**config.mk**
```make
export PLATFORM = sky130hd
export DESIGN_NAME = cart_bank_mapper
export DESIGN_NICKNAME = d
export VERILOG_FILES = /design/src/rtl/cbm_pkg.sv /design/src/rtl/cbm_regfile.sv /design/src/rtl/cbm_prg_map.sv /design/src/rtl/cbm_chr_map.sv /design/src/rtl/cart_bank_mapper.sv
export SDC_FILE = /design/constraint.sdc
export NUM_CORES = 1
export LEC_CHECK = 0
export BUFFER_PORTS_ARGS = -buffer_cell sky130_fd_sc_hd__buf_2
export CAP_MARGIN = 20
export CELL_PAD_IN_SITES_DETAIL_PLACEMENT = 0
export CELL_PAD_IN_SITES_GLOBAL_PLACEMENT = 1
export CORE_ASPECT_RATIO = 0.8
export CORE_MARGIN = 4
export CORE_UTILIZATION = 40
export DETAILED_ROUTE_END_ITERATION = 8
export PLACE_DENSITY = 0.88
export SETUP_SLACK_MARGIN = 0.05
export SLEW_MARGIN = 10
export SYNTH_ARGS = -nofsm -noshare
export SYNTH_HDL_FRONTEND = slang
export SYNTH_SLANG_ARGS = --single-unit
```
**constraint.sdc**
```tcl
create_clock -name clk -period 4.3 [get_ports clk]
set_clock_uncertainty 0.2 [all_clocks]
set_input_delay 1.29 -clock clk [delete_from_list [all_inputs] [get_ports clk]]
set_output_delay 1.29 -clock clk [all_outputs]
set_load 0.02 [all_outputs]
```
**src/rtl/cbm_pkg.sv**
```systemverilog
package cbm_pkg;
  localparam int REG_COUNT = 8;
  localparam int REG_W     = 8;

  // CPU address bits 14:13 within the 0x8000-0xFFFF half
  typedef enum logic [1:0] {
    PAGE_BANK   = 2'd0,
    PAGE_MIRROR = 2'd1,
    PAGE_IRQ_A  = 2'd2,
    PAGE_IRQ_B  = 2'd3
  } page_e;

  typedef struct packed {
    logic       chr_swap;
    logic       prg_swap;
    logic [2:0] target;
    logic       mirror_h;
    logic       wram_en;
    logic       wram_ro;
  } ctrl_t;

  typedef logic [REG_COUNT-1:0][REG_W-1:0] bank_file_t;
endpackage

```
**src/rtl/cbm_regfile.sv**
```systemverilog
module cbm_regfile
  import cbm_pkg::*;
(
  input  logic        clk,
  input  logic        rst_n,
  input  logic        cpu_wr,
  input  logic [15:0] cpu_addr,
  input  logic [7:0]  cpu_wdata,
  output ctrl_t       ctrl,
  output bank_file_t  banks
);
  page_e page;
  logic  hit_upper, wr_select, wr_load, wr_mirror, wr_protect;

  assign page       = page_e'(cpu_addr[14:13]);
  assign hit_upper  = cpu_wr && cpu_addr[15];
  assign wr_select  = hit_upper && (page == PAGE_BANK)   && !cpu_addr[0];
  assign wr_load    = hit_upper && (page == PAGE_BANK)   &&  cpu_addr[0];
  assign wr_mirror  = hit_upper && (page == PAGE_MIRROR) && !cpu_addr[0];
  assign wr_protect = hit_upper && (page == PAGE_MIRROR) &&  cpu_addr[0];

  always_ff @(posedge clk) begin
    if (!rst_n) begin
      ctrl <= '0;
    end else begin
      if (wr_select) begin
        ctrl.target   <= cpu_wdata[2:0];
        ctrl.prg_swap <= cpu_wdata[6];
        ctrl.chr_swap <= cpu_wdata[7];
      end
      if (wr_mirror) ctrl.mirror_h <= cpu_wdata[0];
      if (wr_protect) begin
        ctrl.wram_en <= cpu_wdata[7];
        ctrl.wram_ro <= cpu_wdata[6];
      end
    end
  end

  for (genvar g = 0; g < REG_COUNT; g++) begin : g_bank
    logic [REG_W-1:0] q;
    always_ff @(posedge clk) begin
      if (!rst_n)                            q <= '0;
      else if (wr_load && ctrl.target == g)  q <= cpu_wdata;
    end
    assign banks[g] = q;
  end


  bank_load_chk: assert property (@(posedge clk) disable iff (!rst_n)
    (cpu_wr && cpu_addr[15:13] == 3'b100 && cpu_addr[0])
      |=> banks[$past(ctrl.target)] == $past(cpu_wdata));


  bank_hold_chk: assert property (@(posedge clk) disable iff (!rst_n)
    !(cpu_wr && cpu_addr[15:13] == 3'b100 && cpu_addr[0]) |=> $stable(banks));


  ctrl_hold_chk: assert property (@(posedge clk) disable iff (!rst_n)
    !(cpu_wr && cpu_addr[15:14] == 2'b10) |=> $stable(ctrl));
endmodule

```
**src/rtl/cbm_prg_map.sv**
```systemverilog
module cbm_prg_map #(
  parameter int PRG_BANKS = 64,
  localparam int PB_W = $clog2(PRG_BANKS),
  localparam int PA_W = PB_W + 13
) (
  input  logic            clk,
  input  logic            rst_n,
  input  logic            prg_swap,
  input  logic [7:0]      r6,
  input  logic [7:0]      r7,
  input  logic [15:0]     cpu_addr,
  output logic [PA_W-1:0] prg_addr
);
  localparam logic [PB_W-1:0] LAST_BANK   = PB_W'(PRG_BANKS - 1);
  localparam logic [PB_W-1:0] PENULT_BANK = PB_W'(PRG_BANKS - 2);

  logic [PB_W-1:0] bank;
  logic            unused_hi;

  assign unused_hi = ^{r6, r7, cpu_addr[15]};

  always_comb begin
    unique case (cpu_addr[14:13])
      2'd0:    bank = prg_swap ? PENULT_BANK : r6[PB_W-1:0];
      2'd1:    bank = r7[PB_W-1:0];
      2'd2:    bank = prg_swap ? r6[PB_W-1:0] : PENULT_BANK;
      default: bank = LAST_BANK;
    endcase
  end

  assign prg_addr = {bank, cpu_addr[12:0]};


  last_window_chk: assert property (@(posedge clk) disable iff (!rst_n)
    (cpu_addr[15:13] == 3'b111) |-> (&prg_addr[PA_W-1:13]));


  swap_window_chk: assert property (@(posedge clk) disable iff (!rst_n)
    (prg_swap && cpu_addr[15:13] == 3'b100) |-> prg_addr[PA_W-1:13] == PENULT_BANK);
endmodule

```
**src/rtl/cbm_chr_map.sv**
```systemverilog
module cbm_chr_map
  import cbm_pkg::*;
#(
  parameter int CHR_BANKS = 256,
  localparam int CB_W = $clog2(CHR_BANKS),
  localparam int CA_W = CB_W + 10
) (
  input  logic            clk,
  input  logic            rst_n,
  input  logic            chr_swap,
  input  bank_file_t      banks,
  input  logic [12:0]     ppu_addr,
  output logic [CA_W-1:0] chr_addr
);
  logic       fine_half;
  logic [7:0] bank;
  logic [2:0] fine_idx;
  logic       unused_hi;

  assign fine_half = ppu_addr[12] ^ chr_swap;
  assign fine_idx  = 3'd2 + {1'b0, ppu_addr[11:10]};

  always_comb begin
    if (!fine_half) bank = {banks[ppu_addr[11]][7:1], ppu_addr[10]};
    else            bank = banks[fine_idx];
  end

  assign unused_hi = ^bank;
  assign chr_addr  = {bank[CB_W-1:0], ppu_addr[9:0]};


  pair_align_chk: assert property (@(posedge clk) disable iff (!rst_n)
    (ppu_addr[12] == chr_swap) |-> chr_addr[10] == ppu_addr[10]);
endmodule

```
**src/rtl/cart_bank_mapper.sv**
```systemverilog
module cart_bank_mapper
  import cbm_pkg::*;
#(
  parameter int PRG_BANKS = 64,
  parameter int CHR_BANKS = 256
) (
  input  logic                             clk,
  input  logic                             rst_n,
  input  logic                             cpu_wr,
  input  logic [15:0]                      cpu_addr,
  input  logic [7:0]                       cpu_wdata,
  input  logic [13:0]                      ppu_addr,
  input  logic                             four_screen,
  output logic [$clog2(PRG_BANKS)+12:0]    prg_addr,
  output logic [$clog2(CHR_BANKS)+9:0]     chr_addr,
  output logic                             nt_a10,
  output logic                             wram_ce,
  output logic                             wram_we
);
  ctrl_t      ctrl;
  bank_file_t banks;
  logic       wram_window;
  logic       unused_top;

  assign unused_top = ppu_addr[13];

  cbm_regfile u_regs (
    .clk(clk), .rst_n(rst_n), .cpu_wr(cpu_wr), .cpu_addr(cpu_addr),
    .cpu_wdata(cpu_wdata), .ctrl(ctrl), .banks(banks)
  );

  cbm_prg_map #(.PRG_BANKS(PRG_BANKS)) u_prg (
    .clk(clk), .rst_n(rst_n), .prg_swap(ctrl.prg_swap),
    .r6(banks[6]), .r7(banks[7]), .cpu_addr(cpu_addr), .prg_addr(prg_addr)
  );

  cbm_chr_map #(.CHR_BANKS(CHR_BANKS)) u_chr (
    .clk(clk), .rst_n(rst_n), .chr_swap(ctrl.chr_swap), .banks(banks),
    .ppu_addr(ppu_addr[12:0]), .chr_addr(chr_addr)
  );

  always_comb begin
    if (four_screen || !ctrl.mirror_h) nt_a10 = ppu_addr[10];
    else                               nt_a10 = ppu_addr[11];
  end

  assign wram_window = (cpu_addr[15:13] == 3'b011);
  assign wram_ce     = wram_window && ctrl.wram_en;
  assign wram_we     = wram_ce && cpu_wr && !ctrl.wram_ro;


  four_screen_chk: assert property (@(posedge clk) disable iff (!rst_n)
    four_screen |-> nt_a10 == ppu_addr[10]);


  wram_we_chk: assert property (@(posedge clk) disable iff (!rst_n)
    wram_we |-> (cpu_wr && cpu_addr[15:13] == 3'b011 && wram_ce));


  wram_ce_chk: assert property (@(posedge clk) disable iff (!rst_n)
    wram_ce |-> cpu_addr[15:13] == 3'b011);
endmodule

```
==> impl_metrics.yaml <==
clocking:
  cts_made_buffers: 9
  clkSinkCount: 66
  cts_tree: "done"
  cts_buffer_depth: 2
  cts_root_buffer: "clkbuf_8"
  cts_htree_levels: 3
  postCtsHoldBufs: 0
  cts_resized: 0
  insertion_delay_ns: 0.35
  clk_pin_slew_ns: 0.06
  post-cts-setup-buffer-count: 0
detailed_routing:
  drc: 0
  drtIter0Drc: 95
  postRouteWirelength_um: 7020
  routed_via_density: 5.22
  dr.pass1.iters: 4
  vias: 2324
  ant_nets: 0
  wl_per_cell_um: 15.8
sta:
  worst_pin_slew_ns: 0.955
  finalMaxSlewViolations: 0
  grt_setup_unrepaired: "false"
  final.setup.tns_ns: 0
  finalCritPeriodShare_pct: 93.4
  finalWorstSetupSlack_ns: 0.282
  max_freq_mhz: 249
  hold_viol: 0
  setup_viol: 0
  min_period_ns: 4.02
  slew_headroom_pct: 36.0
  whs_ns: 0.257
place:
  place_ws_ns: 0.272
  placed_area_um2: 3230
  dpl.hpwl_um: 4850
  globalplace.congestion: 0.792
  port_buffers: 36
  placed_cells_incl_taps: 429
floorplanning:
  die_w_um: 108
  initial_core_util_pct: 42.1
  fp.dieH_um: 87.8
  coreArea_um2: 7570
  rows: 28
  io_pins: 82
  die-area_um2: 9460
power:
  power_mw: 1.33
  p_leak_nw: 1.33
  powerDensity_nw_per_um2: 384
  irDropWorstVdd_uv: 148
job:
  drv_cap: 0
final_layout:
  layout-drive-gt1-share_pct: 20.6
  stdcell_count: 445
  fin_area_um2: 3470
  postLayoutCoreUtil_pct: 45.8
  n_antenna_cell: 0
  areaGrowthSynthToFinish_pct: 8.96
  nFillCells: 764
  fin_nets: 377
setup_path:
  worstPathArrival_ns: 2.53
  critPathKind: "in -> out"
  crit_path_end_kind: "output port"
  required_ns: 2.81
  cp_max_fo: 10
  cp-start-kind: "input port"
synthesis:
  synth_top_family_by_area: "multiplexers"
  ys_types: 36
  synthArstFlopShare_pct: 0
  synth.most_common_cell: "nand2_1"
  synth-seq-cells: 66
  synth_top_area_share_pct: 41.5
  muxShareOfSynthArea_pct: 26.4
  synth-adder-area-share_pct: 0
  syn-cell-area_um2: 3180
  yosysSeqAreaShare_pct: 41.5
  synth_edf_count: 0
  synth_commonest_cells: "nand2_1, dfxtp_1, mux2i_1"
  synth.area.top_cells: "dfxtp_1, mux2i_1, nand2_1"
  synth_xor_area_share_pct: 0.275
  synth.largest_area_cell: "dfxtp_1"
  postSynthCellCount: 329
  yosysWarnings: 0
  synth_ff_type: "dfxtp_1"
  syn_nets: 371
  avgSynthCellArea_um2: 9.67
  synth_simple_gate_area_share_pct: 16.5
  synth_compound_gate_area_share_pct: 5.90
grt:
  grt-ovfl-total: 0
  grt_max_degree: 46
  antenna_found_initial: 0
  grt_pass1_wl_um: 11600
  grt.total_usage_pct: 15.9
  grt_pass1_vias: 2248
hold_path:
  min_path_type: "reg -> reg"
run_status:
  status: "completed"
==> kinds of logic (layout without fill, tap and decap cells) <==
kind of cell / Yosys count / after routing
compound gates: 33 / 33
xor+xnor: 1 / 1
buf+inv: 46 / 57
flops: 66 / 66
mux: 75 / 75
simple gates: 108 / 108
==> sequential cells by signal, summed over array words and instances, names as in the netlist <==
name and flops:
u_regs.ctrl 8, u_regs.g_bank.q 58
==> cell type report <==
class	count	area (um^2)	area share (%)
multi-input combinational	217	1560	45.1
inverter	2	7.51	0.216
sequential	66	1320	38.1
clock inverter	6	115	3.32
clock buffer	10	128	3.68
timing repair buffer	39	203	5.84
tap	105	131	3.79
==> final timing paths <==
kind                         startpoint               endpoint  slack [ns]  depth (start not counted)
setup / recovery           ppu_addr[10]           chr_addr[15]        0.28                          5
setup reg to reg         u_regs.ctrl[5]  u_regs.g_bank[0].q[1]        2.19                          3
hold reg to reg   u_regs.g_bank[2].q[5]  u_regs.g_bank[2].q[5]        0.26                          2
hold / removal    u_regs.g_bank[2].q[5]  u_regs.g_bank[2].q[5]        0.26                          2
==> critical path: stages <==
cell,delay (ns)
buf_2,0.29
mux4_2,0.58
nand2_1,0.09
o21ai_0,0.10
buf_2,0.18
==> cell usage in the layout (no fill, tap or decap), types with 2 or more instances in the layout <==
cell       netlist  final
nand2_1         75     75
mux2i_1         66     66
dfxtp_1         66     66
buf_2            0     36
o21ai_0         17     17
a21oi_1          9      9
clkbuf_8         2      9
mux4_2           7      7
nand3_1          6      6
o22a_1           5      5
nand4_1          4      4
nor2_2           4      4
bufinv_16        0      3
buf_4           24      3
and2_1           2      2
mux2_2           2      2
nor2b_1          2      2
inv_1            2      2
nand4bb_1        2      2
nand4b_1         2      2
clkinv_4         0      2
==> where the power goes <==
part | internal [mW] | switching (mW)
logic | 0.0269 | 0.0583
registers | 0.613 | 0.00134
clock network | 0.387 | 0.246
==> layer usage <==
metal / wire [um] / track usage (%) / vias to the layer above
met1: 3400 / 21.6 / 1096
met3: 498 / 5.75 / 20
met2: 3000 / 23.4 / 76
met5: 0 / 0 / -
li1: - / - / 1132
met4: 127 / 5.50 / 0
No activity file was read; power rests on OpenSTA's default activity.
